==> src/rtl/irq_merge_pkg.sv <==
package irq_merge_pkg;
    localparam int IPL_W = 3;
    localparam int FC_W  = 3;
    localparam logic [FC_W-1:0] FC_IACK = 3'b111;

    typedef struct packed {
        logic [IPL_W-1:0] ipl_n;
    } prio_st_t;

    typedef struct packed {
        logic ack_a_n;
        logic ack_b_n;
    } ack_st_t;
endpackage

==> src/rtl/irq_sync.sv <==
module irq_sync #(
    parameter int N_SRC  = 2,
    parameter int STAGES = 2
) (
    input  logic             clk,
    input  logic             rst_n,
    input  logic [N_SRC-1:0] async_n,
    output logic [N_SRC-1:0] sync_n
);
    localparam int LAST = STAGES - 1;

    logic [STAGES-1:0][N_SRC-1:0] sh_d, sh_q;

    always_comb begin
        sh_d[0] = async_n;
        for (int i = 1; i < STAGES; i++) begin
            sh_d[i] = sh_q[i-1];
        end
    end

    generate
        for (genvar g = 0; g < STAGES; g++) begin : g_stage
            always_ff @(posedge clk or negedge rst_n) begin
                if (!rst_n) sh_q[g] <= '1;
                else        sh_q[g] <= sh_d[g];
            end
        end
    endgenerate

    assign sync_n = sh_q[LAST];
endmodule

==> src/rtl/irq_prio.sv <==
module irq_prio
    import irq_merge_pkg::*;
#(
    parameter int LEVEL_A = 6,
    parameter int LEVEL_B = 5
) (
    input  logic             clk,
    input  logic             rst_n,
    input  logic [1:0]       req_n,
    output logic [IPL_W-1:0] ipl_n
);
    localparam logic [IPL_W-1:0] LVL_A = IPL_W'(LEVEL_A);
    localparam logic [IPL_W-1:0] LVL_B = IPL_W'(LEVEL_B);

    prio_st_t st_d, st_q;
    logic [IPL_W-1:0] lvl_a, lvl_b, lvl_win;

    always_comb begin
        lvl_a   = req_n[0] ? '0 : LVL_A;
        lvl_b   = req_n[1] ? '0 : LVL_B;
        lvl_win = (lvl_a >= lvl_b) ? lvl_a : lvl_b;
        st_d    = st_q;
        st_d.ipl_n = ~lvl_win;
    end

    always_ff @(posedge clk or negedge rst_n) begin
        if (!rst_n) st_q <= '{ipl_n: '1};
        else        st_q <= st_d;
    end

    assign ipl_n = st_q.ipl_n;


    idle_level_chk: assert property (@(posedge clk) disable iff (!rst_n)
        (req_n == 2'b11) |=> (ipl_n == 3'b111));

    a_level_chk: assert property (@(posedge clk) disable iff (!rst_n)
        (!req_n[0] && (LEVEL_A >= LEVEL_B)) |=> (ipl_n == ~LVL_A));

    b_level_chk: assert property (@(posedge clk) disable iff (!rst_n)
        (req_n == 2'b01) |=> (ipl_n == ~LVL_B));
endmodule

==> src/rtl/irq_ack.sv <==
module irq_ack
    import irq_merge_pkg::*;
#(
    parameter int LEVEL_A = 6,
    parameter int LEVEL_B = 5
) (
    input  logic             clk,
    input  logic             rst_n,
    input  logic [FC_W-1:0]  fc,
    input  logic             as_n,
    input  logic [IPL_W-1:0] addr_lvl,
    output logic             ack_a_n,
    output logic             ack_b_n
);
    localparam logic [IPL_W-1:0] LVL_A = IPL_W'(LEVEL_A);
    localparam logic [IPL_W-1:0] LVL_B = IPL_W'(LEVEL_B);

    ack_st_t st_d, st_q;
    logic    iack_cyc;

    always_comb begin
        iack_cyc     = (fc == FC_IACK) && !as_n;
        st_d         = st_q;
        st_d.ack_a_n = !(iack_cyc && (addr_lvl == LVL_A));
        st_d.ack_b_n = !(iack_cyc && (addr_lvl == LVL_B));
    end

    always_ff @(posedge clk or negedge rst_n) begin
        if (!rst_n) st_q <= '{ack_a_n: 1'b1, ack_b_n: 1'b1};
        else        st_q <= st_d;
    end

    assign ack_a_n = st_q.ack_a_n;
    assign ack_b_n = st_q.ack_b_n;


    ack_a_src_chk: assert property (@(posedge clk) disable iff (!rst_n)
        !ack_a_n |-> $past(fc == FC_IACK && !as_n && addr_lvl == LVL_A));

    ack_b_src_chk: assert property (@(posedge clk) disable iff (!rst_n)
        !ack_b_n |-> $past(fc == FC_IACK && !as_n && addr_lvl == LVL_B));

    strobe_release_chk: assert property (@(posedge clk) disable iff (!rst_n)
        as_n |=> (ack_a_n && ack_b_n));

    ack_excl_chk: assert property (@(posedge clk) disable iff (!rst_n)
        $onehot0({!ack_a_n, !ack_b_n}));
endmodule

==> src/rtl/irq_merge_top.sv <==
module irq_merge_top
    import irq_merge_pkg::*;
#(
    parameter int LEVEL_A     = 6,
    parameter int LEVEL_B     = 5,
    parameter int SYNC_STAGES = 2
) (
    input  logic             clk,
    input  logic             rst_n,
    input  logic             irq_a_n,
    input  logic             irq_b_n,
    output logic [IPL_W-1:0] ipl_n,
    input  logic [FC_W-1:0]  fc,
    input  logic             as_n,
    input  logic [IPL_W-1:0] addr_lvl,
    output logic             ack_a_n,
    output logic             ack_b_n
);
    logic [1:0] req_sync_n;

    irq_sync #(.N_SRC(2), .STAGES(SYNC_STAGES)) u_sync (
        .clk     (clk),
        .rst_n   (rst_n),
        .async_n ({irq_b_n, irq_a_n}),
        .sync_n  (req_sync_n)
    );

    irq_prio #(.LEVEL_A(LEVEL_A), .LEVEL_B(LEVEL_B)) u_prio (
        .clk   (clk),
        .rst_n (rst_n),
        .req_n (req_sync_n),
        .ipl_n (ipl_n)
    );

    irq_ack #(.LEVEL_A(LEVEL_A), .LEVEL_B(LEVEL_B)) u_ack (
        .clk      (clk),
        .rst_n    (rst_n),
        .fc       (fc),
        .as_n     (as_n),
        .addr_lvl (addr_lvl),
        .ack_a_n  (ack_a_n),
        .ack_b_n  (ack_b_n)
    );
endmodule

==> config.mk <==
export PLATFORM = sky130hd
export DESIGN_NAME = irq_merge_top
export DESIGN_NICKNAME = d
export VERILOG_FILES = /design/src/rtl/irq_merge_pkg.sv /design/src/rtl/irq_sync.sv /design/src/rtl/irq_prio.sv /design/src/rtl/irq_ack.sv /design/src/rtl/irq_merge_top.sv
export SDC_FILE = /design/constraint.sdc
export NUM_CORES = 1
export LEC_CHECK = 0
export BUFFER_PORTS_ARGS = -buffer_cell sky130_fd_sc_hd__clkbuf_2
export CAP_MARGIN = 20
export CORE_AREA = 2 2 39 41
export CTS_BUF_LIST = sky130_fd_sc_hd__clkbuf_16
export CTS_CLUSTER_DIAMETER = 50
export CTS_CLUSTER_SIZE = 28
export DETAILED_ROUTE_END_ITERATION = 12
export DIE_AREA = 0 0 41 43
export PLACE_DENSITY_LB_ADDON = 0.25
export SKIP_CTS_REPAIR_TIMING = 1
export SLEW_MARGIN = 20
export SYNTH_ARGS = -nofsm -noshare
export SYNTH_HDL_FRONTEND = slang
export SYNTH_SLANG_ARGS = --single-unit
==> constraint.sdc <==
create_clock -name clk -period 0.8 [get_ports clk]
set_input_delay 0.16 -clock clk [delete_from_list [all_inputs] [get_ports clk]]
set_output_delay 0.16 -clock clk [all_outputs]
set_load 0.005 [all_outputs]
==> results.txt, run 1 <==
The run finished, with violations left. The checks that failed: hold timing, setup timing. The minimum hold slack is -0.000552 ns.

The number of fillers in the final layout came out at 140. The async set or reset register ratio after synthesis came out at 100%. The clock network latency to the later pin of the worst-skew pair is 0.23 ns. The number of antenna cells inserted came out at 0. The via count came out at 203. The synthesized design contains 0 enable-type register cells. The critical path goes through clkbuf_2.

The maximum resistive drop on vdd came out at 1.17 mV. Together, buffers and inverters on the worst path number 1. Setup violations remaining at the end of the flow were counted as 5. Max-cap violations in this run came to 0. CTS placed an instance of clkbuf_16 at the clock tree root.

The combined global-route utilization of all metal layers is 8.35%. The CTS buffer count is 3. The final worst slack is -0.203 ns. The post-synthesis cell area came out at 287 um2. The die area is 0.00176 mm2.

Counting cells, the worst reg-to-reg path comes to 1. The number of core rows is 14. Once the floorplan was initialized, standard cells occupied 20.7% of the core. The final sum of negative setup slack is -0.972 ns. For this run, the top clock speed supported by timing is 0.997 GHz. Power spread over the standard cell area amounts to 2940 mW/mm2. The number of distinct standard cells referenced by the synthesized netlist is 7. The total leakage power came out at 0.223 nW. The critical path required time is 0.64 ns. Routability-driven placement finished with a final weighted congestion of 0.623.

The die boundary width came out at 41 um. The number of routed nets with antenna violations came out at 0. The portion of the clock cycle consumed by the worst path in the final layout came out at 125%. The fraction of the yosys area taken by sequential cells came out at 82.5%.

The count of routing violations after the opening detailed-route iteration came out at 0. In the post-synthesis netlist, the biggest area contributors are dfstp_2 (83%), nand4_1 (4.4%), nor2b_1 (4.4%). The setup clock skew after layout came out at 0.000769 ns. The remaining routing DRC violations is 0.

The biggest area contributor in the post-synthesis netlist is dfstp_2. For this run the aggregate overflow at the end of global routing stands at 0. The CTS clock-pin slew for the worst setup and hold paths came out at 0.04 ns. The path class of the tightest hold or removal check is in2async. The average size of a mapped cell came out at 16.9 um2. The number of failing hold endpoints at the final stage came out at 2. The count of pins on the block boundary came out at 16.

The critical-path maximum fanout came out at 1. The number of global-route vias before repair came out at 214. The largest net degree at the start of global routing came out at 10. The number of iterations in the first detailed-routing pass is 1. The synthesis-to-finish area growth is 68.1%. The worst setup slack after placement is 0.0357 ns. Ranked by instance count, the synthesized netlist is headed by dfstp_2 (9), nand4_1 (2), nor2b_1 (2). The cell type of the slowest stage on the worst timing path is dfstp_2. Yosys instantiated no cell more often than dfstp_2. The number of max-slew violations in the final report is 0.

The floorplan step set the die height to 43 um. The power after layout is 0.00141 W. TritonCTS built the clock tree. The startpoint identified for the worst register-to-register timing path is u_sync.sync_n[0]. The synthesized net count came out at 28.

Setup repair after global routing could not meet its margin everywhere. The startpoint class of the critical path is a flip-flop. The final cell count without fillers is 51. The routed wirelength normalized by instance count came out at 10.1 um. The largest buffer count on any clock path came out at 2.

The count of input and output buffers came out at 15. For this run, the number of Yosys warnings is 0. The end of the worst register-to-register path is u_prio.ipl_n[2].

In the synthesized netlist, the number of instances is 17. The post-route netlist has 77.1% of its cells at a drive strength greater than 1. The most used flip-flop cell after synthesis is dfstp_2. The worst setup path is of the reg2out kind. The largest single stage delay on the critical path is 0.51 ns. The total number of H-tree levels came out at 1.

The area of the core came out at 0.00138 mm2. The via density per instance came out at 3.98. The slack of the worst reg-to-reg path came out at 0.08 ns. The flop and latch count out of synthesis is 9. STA classifies the critical path endpoint as an output port. After detailed routing, the total wire length is 517 um. The clock drives 9 sinks. The final-stage net count is 47.

On the critical path the largest part of the delay comes from flip-flops. The top cell type by area accounts for 82.5% of the synthesized area. The tightest slew margin relative to the limit came out at 85.5%. The minimum period implied by the final worst setup slack came out at 1.00 ns. At the worst endpoint, the arrival time is 0.84 ns. The transition at the pin with the smallest max-transition slack came out at 0.217 ns. The initial antenna violation count is 0. The number of cells after detailed placement came out at 47. The global-route wire length before repair came out at 834 um.
[area by class of cell]
| type | instances | area [um2] | area share [%] |
|---|---|---|---|
| clock buffer | 3 | 75.1 | 15.6 |
| clock inverter | 1 | 3.75 | 0.779 |
| multi-input combinational | 7 | 46.3 | 9.61 |
| sequential | 9 | 236 | 49.1 |
| tap | 16 | 20.0 | 4.16 |
| timing repair buffer | 15 | 100 | 20.8 |
[cells in the final DEF (no fill, tap or decap)]
cell type	Yosys	layout
buf_6	0	4
inv_1	0	1
nand4_1	2	2
nand2b_1	1	1
dfstp_2	9	9
and3b_1	1	1
clkbuf_2	0	11
clkbuf_16	0	3
nor2b_1	2	2
and2_1	1	1
[registers in the layout, indices dropped and copies added, names as in the netlist]
register and cells:
u_ack.ack_b_n 1, u_sync.sync_n 2, u_sync.sh_d 2, u_ack.ack_a_n 1, u_prio.ipl_n 3
[worst max path at each step]
| stage | from | end | slack (ns) | cells past startpoint |
|---|---|---|---|---|
| after floorplan | u_sync.sync_n[0] | u_prio.ipl_n[2] | 0.12 | 1 |
| after global placement | u_ack.ack_b_n | ack_b_n | 0.04 | 1 |
| after detailed placement | u_ack.ack_a_n | ack_a_n | 0.04 | 1 |
| after CTS | u_ack.ack_a_n | ack_a_n | -0.22 | 1 |
| after global routing | u_ack.ack_a_n | ack_a_n | -0.22 | 1 |
| final | u_ack.ack_a_n | ack_a_n | -0.20 | 1 |
[power by group]
part | internal [W] | switching [W] | total [W]
Clock | 0.000651 | 0.000203 | 0.000854
Combinational | 0.0000384 | 0.0000238 | 0.0000622
Sequential | 0.000491 | 0.00000731 | 0.000498
[stage by stage]
| step | instance area [um2] | utilization [%] |
|---|---|---|
| 3_3_place_gp | 378 | 27.3 |
| 4_1_cts | 457 | 33.0 |
| 5_1_grt | 482 | 34.8 |
| 2_1_floorplan | 287 | - |
| 3_5_place_dp | 378 | 27.3 |
| 6_report | 482 | 34.8 |
[per-layer routing]
| layer | vias up | share of wire (%) | GRT usage, % |
|---|---|---|---|
| li1 | 91 | - | - |
| met4 | 0 | 2.5 | 6.00 |
| met5 | - | 0 | 0 |
| met1 | 92 | 33 | 6.73 |
| met2 | 18 | 51 | 11.9 |
| met3 | 2 | 13 | 7.85 |
[logic make-up (layout without fill, tap and decap cells)]
family | count (synthesis) | in the layout | synth area share, %
DFF | 9 | 9 | 82.5
and+or+nand+nor | 7 | 7 | 16.2
buffers and inverters | 1 | 19 | 1.31
Power figures use the tool's default switching activity.
==> inputs of run 2 (changes only) <==
PLACE_DENSITY_LB_ADDON = not set   (was 0.25)
==> run 2 against run 1 <==
Against the previous run:
- the flow finishes with violations (setup timing)
- sequential cell count did not move
- cell count unchanged
- final area decreased by 2.6%
- largest cell class unchanged
==> results.txt, run 2 (synthesized netlist as in run 1, its figures left out) <==
The number of iterations in the first detailed-routing pass came out at 2 (+1). The critical-path maximum fanout came out at 1 (unchanged). The setup clock skew after layout is 0.00175 ns (+0.000986 ns). The final setup violation count came to 5 (unchanged). The remaining routing DRC violations was 0 (unchanged). The count of input and output buffers came out at 15 (unchanged). The total length of routed met3 wires is 72 um (+4.3%). The power per standard cell area is 3000 mW/mm2 (+2.0%). The arrival time reported for the critical path endpoint was 0.84 ns (about the same). The CTS clock-pin slew for the worst setup and hold paths came to 0.04 ns (about the same). The number of flip-flops under the largest register name came to 3 (unchanged). The routed wirelength normalized by instance count came out at 8.94 um (-12%). The post-detailed-routing wire length came out at 456 um (-12%). The area of the core is 0.00138 mm2 (unchanged). The utilization of the core after routing is 33.9% (-0.90 points).

The number of failing hold endpoints at the final stage was 0 (-2). The die area came out at 0.00176 mm2 (unchanged). The height of the chip was 43 um (unchanged). The number of fillers in the final layout was 136 (-2.9%). The final cell count without fillers is 51 (unchanged). The number of max-cap violations is 0 (unchanged). The initial standard-cell utilization of the core came to 20.7% (unchanged).

The checks that failed: setup timing. Leaving out fill and tap cells, the most frequent cell in the layout is clkbuf_2. The aggregate global routing overflow is 0 (unchanged).

The count of pins on the block boundary is 16 (unchanged). The final-stage net count is 47 (unchanged). The number of max-slew violations in the final report came to 0 (unchanged). The flow ran to the end, but the final reports show violations. The final sum of negative setup slack is -0.970 ns (+0.00221 ns). The final weighted congestion in routability-driven placement is 0.591 (-5.1%). The cell area reported after detailed placement is 378 um2 (unchanged).

The worst hold-check path type is in2async. The via density per instance came out at 3.80 (-4.4%). By startpoint and endpoint, the worst setup path is classified as reg2out. The total leakage power is 0.219 nW (-1.8%). Relative to the synthesized area, the layout overhead comes to 63.8%. Setup repair after global routing could not meet its margin everywhere.

The CTS buffer count came out at 3 (unchanged). The tightest slew margin relative to the limit came to 85.4% (about the same). The global-route wire length before repair was 752 um (-9.8%). The number of cells after detailed placement came out at 47 (unchanged). The number of routed nets with antenna violations is 0 (unchanged). The cell type group with the largest total delay on the critical path is flip-flops. The final worst slack came out at -0.201 ns (+0.00202 ns).

The signal on the critical path passes through clkbuf_2. The transition at the pin with the smallest max-transition slack was 0.218 ns (+0.00125 ns). The minimum period implied by the final worst setup slack was 1.00 ns (-0.00202 ns). The root buffer cell chosen for the clock tree is clkbuf_16.

The maximum resistive drop on vdd is 2.00 mV (+71%). The number of global-route vias before repair came to 180 (-16%). The count of routing violations after the opening detailed-route iteration is 5 (+5). The die boundary width is 41 um (unchanged).

The achievable frequency is 0.999 GHz (+0.20%). Routed signal wires occupy layers up through met4. The post-route cell area came out at 469 um2 (-2.6%).

The met2 routed wirelength is 182 um (-31%). The portion of the clock cycle consumed by the worst path in the final layout came out at 125% (-0.25 points). The largest buffer count on any clock path was 2 (unchanged).

The clock network latency to the later pin of the worst-skew pair came out at 0.23 ns (about the same). The number of antenna cells inserted is 0 (unchanged). The worst setup path is launched from a flip-flop. The initial antenna violation count is 0 (unchanged). The buffers plus inverters on the worst setup path is 1 (unchanged). Among all stages on the critical path, the largest delay is contributed by dfstp_2. The worst setup path is captured at an output port. The met1 wire length is 195 um (+13%). The via count came out at 194 (-4.4%). The number of clock sinks is 9 (unchanged). In the layout the commonest cells are clkbuf_2 (13), dfstp_2 (9), clkbuf_16 (3). The largest net degree at the start of global routing was 10 (unchanged). The combined global-route utilization of all metal layers is 7.12% (-1.2 points). The critical path required time is 0.64 ns (about the same). The longest individual stage delay on the worst path is 0.51 ns (about the same). The fraction of layout instances using a drive strength above 1 was 77.1% (unchanged).

TritonCTS built the clock tree. The total number of H-tree levels came out at 1 (unchanged). The number of core rows came to 14 (unchanged).
-- run 2: power by group --
| part | switching [W] | internal, W |
|---|---|---|
| clock network | 0.000199 | 0.000651 |
| logic | 0.0000228 | 0.0000352 |
| registers | 0.00000666 | 0.000491 |
| total | 0.000229 | 0.00118 |
-- run 2: stage by stage --
| step | total power, W | setup WS [ns] | hold WS [ns] |
|---|---|---|---|
| 3_3_place_gp | 0.000552 | 0.0416 | 0.242 |
| 4_1_cts | 0.00142 | -0.212 | 0.00969 |
| 3_5_place_dp | 0.000555 | 0.0362 | 0.251 |
| 2_1_floorplan | 0.000513 | 0.120 | 0.0122 |
| 5_1_grt | 0.00148 | -0.223 | 0.00655 |
| 6_report | 0.00141 | -0.201 | 0.00175 |
-- run 2: per-layer routing --
metal | track usage (%) | vias to the layer above
li1 | - | 91
met1 | 8.72 | 85
met2 | 7.19 | 16
met3 | 7.85 | 2
met4 | 4.00 | 0
met5 | 0 | -
-- run 2: worst paths after layout --
path / startpoint / endpoint / slack, ns / cells after the start
setup / recovery: u_ack.ack_a_n / ack_a_n / -0.20 / 1
hold / removal: rst_n / u_prio.ipl_n[2] / 0.002 / 1
setup reg to reg: u_sync.sync_n[0] / u_prio.ipl_n[2] / 0.10 / 1
hold reg to reg: u_sync.sh_d[3] / u_sync.sync_n[1] / 0.35 / 0
max in group asynchronous: rst_n / u_sync.sh_d[2] / 0.77 / 1
min in group clk: irq_b_n / u_sync.sh_d[3] / 0.01 / 1
-- run 2: cell type report --
class / instances / area (um2) / share of cell area, %
clock buffers: 3 / 75.1 / 16.0
clock inverters: 1 / 3.75 / 0.800
multi-input cells: 7 / 46.3 / 9.87
flip-flops and latches: 9 / 236 / 50.4
well taps: 16 / 20.0 / 4.27
repair buffers: 15 / 87.6 / 18.7
==> inputs of run 3 (changes only) <==
SYNTH_HIERARCHICAL = 1   (was not set)
==> run 3 against run 2 <==
Against the previous run:
- the flow still finishes with violations (setup timing)
- fmax up 0.35%
- clock skew about the same
- non-clock buffer count unchanged
- critical endpoint is now ipl_n[2]
- largest cell class unchanged
- highest routed layer unchanged
==> results.txt, run 3 <==
The aggregate global routing overflow is 0 (unchanged). The CTS buffer count is 3 (unchanged). The final worst slack is -0.197 ns (+0.00350 ns). The fraction of power spent switching nets was 16.3% (about the same). The met2 routed wirelength is 211 um (+16%). The total number of H-tree levels is 1 (unchanged). The post-detailed-routing wire length came out at 475 um (+4.2%).

The slack of the worst reg-to-reg path came out at 0.10 ns (about the same). The minimum hold slack is 0.00258 ns (+0.000827 ns). The setup clock skew after layout came to 0.00190 ns (+0.000144 ns).

The average size of a mapped cell came to 16.9 um2 (unchanged). In this design, the largest share of critical-path delay is due to flip-flops. The die area came out at 0.00176 mm2 (unchanged). The number of enable flip-flop cells after synthesis came out at 0 (unchanged). The flow ran to the end, but the final reports show violations. The fraction of layout instances using a drive strength above 1 came to 77.1% (unchanged). The tightest slew margin relative to the limit came out at 85.4% (about the same). The arrival time reported for the critical path endpoint is 0.84 ns (about the same). The final weighted congestion in routability-driven placement was 0.590 (-0.17%). By startpoint and endpoint, the worst setup path is classified as reg2out. The count of pins on the block boundary was 16 (unchanged).

The clock network latency to the later pin of the worst-skew pair came out at 0.23 ns (about the same). The number of max-cap violations came out at 0 (unchanged). The number of max-slew violations in the final report is 0 (unchanged).

The total leakage power is 0.217 nW (-0.96%). The via count is 200 (+3.1%). The total length of routed met3 wires is 68 um (-5.6%). The cell type of the slowest stage on the worst timing path is dfstp_2. The count of input and output buffers came out at 15 (unchanged). The number of clock sinks is 9 (unchanged). The longest individual stage delay on the worst path was 0.51 ns (about the same).

The initial standard-cell utilization of the core came to 20.7% (unchanged). The area of the core was 0.00138 mm2 (unchanged). The critical-path maximum fanout is 1 (unchanged). The most common cell in the synthesized netlist is dfstp_2. The number of routed nets with antenna violations came out at 0 (unchanged). The internal power contribution came out at 0.00117 W (-0.25%).

The die boundary width came out at 41 um (unchanged). The combined global-route utilization of all metal layers was 7.53% (+0.41 points). The async set or reset register ratio after synthesis came to 100% (unchanged). Ranked by instance count, the synthesized netlist is headed by dfstp_2 (9), nand4_1 (2), nor2b_1 (2). The nature of the critical path endpoint is an output port. The final-stage net count came out at 47 (unchanged).

The fraction of the yosys area taken by sequential cells is 82.5% (unchanged). The met1 wire length came to 189 um (-3.1%). The cell taking the most area after synthesis is dfstp_2. The number of antenna cells inserted came out at 0 (unchanged). The number of distinct standard cells referenced by the synthesized netlist came out at 7 (unchanged). The transition at the pin with the smallest max-transition slack is 0.219 ns (+0.00101 ns). The remaining routing DRC violations is 0 (unchanged). The power per standard cell area came to 3030 mW/mm2 (+1.1%). The power spent charging and discharging nets came out at 0.000228 W (-0.17%). The startpoint class of the critical path is a flip-flop. Ranked by total cell area, the synthesized netlist is headed by dfstp_2 (83%), nand4_1 (4.4%), nor2b_1 (4.4%). The initial antenna violation count came to 0 (unchanged).

The largest net degree at the start of global routing came out at 10 (unchanged). The post-synthesis cell area is 287 um2 (unchanged). The detailed router used layers up to and including met4.

The final setup violation count is 5 (unchanged). The achievable frequency is 1.00 GHz (+0.35%). The number of failing hold endpoints at the final stage is 0 (unchanged).

The final reports fail on setup timing. The worst hold-check path type is in2async. The routed wirelength normalized by instance count came out at 9.31 um (+4.2%). The maximum resistive drop on vdd came out at 2.02 mV (+0.91%). Traced cell by cell, the critical path runs through clkbuf_2.

The critical path required time was 0.64 ns (about the same). The global-route wire length before repair came out at 793 um (+5.5%). The number of flip-flops under the largest register name came out at 3 (unchanged).

The height of the chip is 43 um (unchanged). The utilization of the core after routing is 33.5% (-0.45 points). The sequential group share of total power came out at 35.4% (about the same).

The via density per instance came out at 3.92 (+3.1%). Setup repair after global routing could not meet its margin everywhere. For this run, the leading register cell type out of synthesis is dfstp_2. The top cell type's share of synthesized area is 82.5% (unchanged). The library cell used most frequently in the layout, excluding fill and tap cells, is clkbuf_2. The synthesized net count is 28 (unchanged). The number of global-route vias before repair came out at 203 (+13%). The buffers plus inverters on the worst setup path came out at 1 (unchanged). The number of core rows is 14 (unchanged).

The flop and latch count out of synthesis came out at 9 (unchanged). The portion of the clock cycle consumed by the worst path in the final layout is 125% (-0.44 points). The cell count after synthesis came out at 17 (unchanged). The count of routing violations after the opening detailed-route iteration is 1 (-4). The root buffer cell is clkbuf_16. The number of fillers in the final layout is 135 (-0.74%). The part of the power in combinational logic is 3.9% (-0.2 points).

The minimum period implied by the final worst setup slack was 0.997 ns (-0.00350 ns). The largest buffer count on any clock path came out at 2 (unchanged). The clock network power share came out at 60.6% (about the same). The worst setup slack after placement is 0.0406 ns (+0.00437 ns).

The warning count from the yosys run is 6 (+6). The CTS clock-pin slew for the worst setup and hold paths came out at 0.04 ns (about the same). The number of iterations in the first detailed-routing pass was 2 (unchanged).

The synthesis-to-finish area growth came out at 61.6%. In the layout the commonest cells are clkbuf_2 (14), dfstp_2 (9), clkbuf_16 (3), nor2b_1 (2), nand4_1 (2). TritonCTS built the clock tree.
[run 3: cell counts after synthesis]
No cell type changed its count.
[run 3: layout make-up]
type | instances | area, um2 | area share (%)
multi-input combinational | 7 | 46.3 | 10.0
timing repair buffer | 15 | 81.3 | 17.6
clock inverter | 1 | 3.75 | 0.811
sequential | 9 | 236 | 51.1
tap | 16 | 20.0 | 4.32
clock buffer | 3 | 75.1 | 16.2
[run 3: cell families (layout without fill, tap and decap cells)]
logic type	after synthesis	in the layout	share of synthesized area, %
flops	9	9	82.5
buf+inv	1	19	1.31
simple gates	7	7	16.2
[run 3: metal layers]
metal / up-vias / GRT usage (%)
li1: 91 / -
met1: 89 / 8.05
met2: 18 / 9.06
met3: 2 / 7.85
met4: 0 / 4.00
met5: - / 0
[run 3: through the flow]
step	TNS (ns)	instances	power [W]	instance area (um2)
5_1_grt	-1.10	51	0.00148	463
3_5_place_dp	0	47	0.000555	378
2_1_floorplan	0	17	0.000513	287
4_1_cts	-1.03	51	0.00142	457
6_report	-0.977	51	0.00140	463
3_3_place_gp	0	47	0.000552	378
[run 3: power groups by stage]
| stage | clock network [W] | logic [W] | registers (W) |
|---|---|---|---|
| floorplan | 0 | 0.0000114 | 0.000502 |
| global placement | 0 | 0.0000520 | 0.000500 |
| detailed placement | 0 | 0.0000537 | 0.000501 |
| CTS | 0.000872 | 0.0000541 | 0.000497 |
| global route | 0.000918 | 0.0000630 | 0.000498 |
| finish | 0.000850 | 0.0000552 | 0.000497 |
[run 3: final timing paths]
check | depth (start not counted) | from | end
worst min-delay path | 1 | rst_n | u_prio/ipl_n[2]
worst max register to register | 1 | u_sync/sync_n[0] | u_prio/ipl_n[2]
worst min register to register | 0 | u_sync/sh_d[3] | u_sync/sync_n[1]
worst max-delay path | 1 | u_prio/ipl_n[2] | ipl_n[2]
min in group clk | 1 | irq_b_n | u_sync/sh_d[3]
max in group asynchronous | 1 | rst_n | u_sync/sh_d[2]
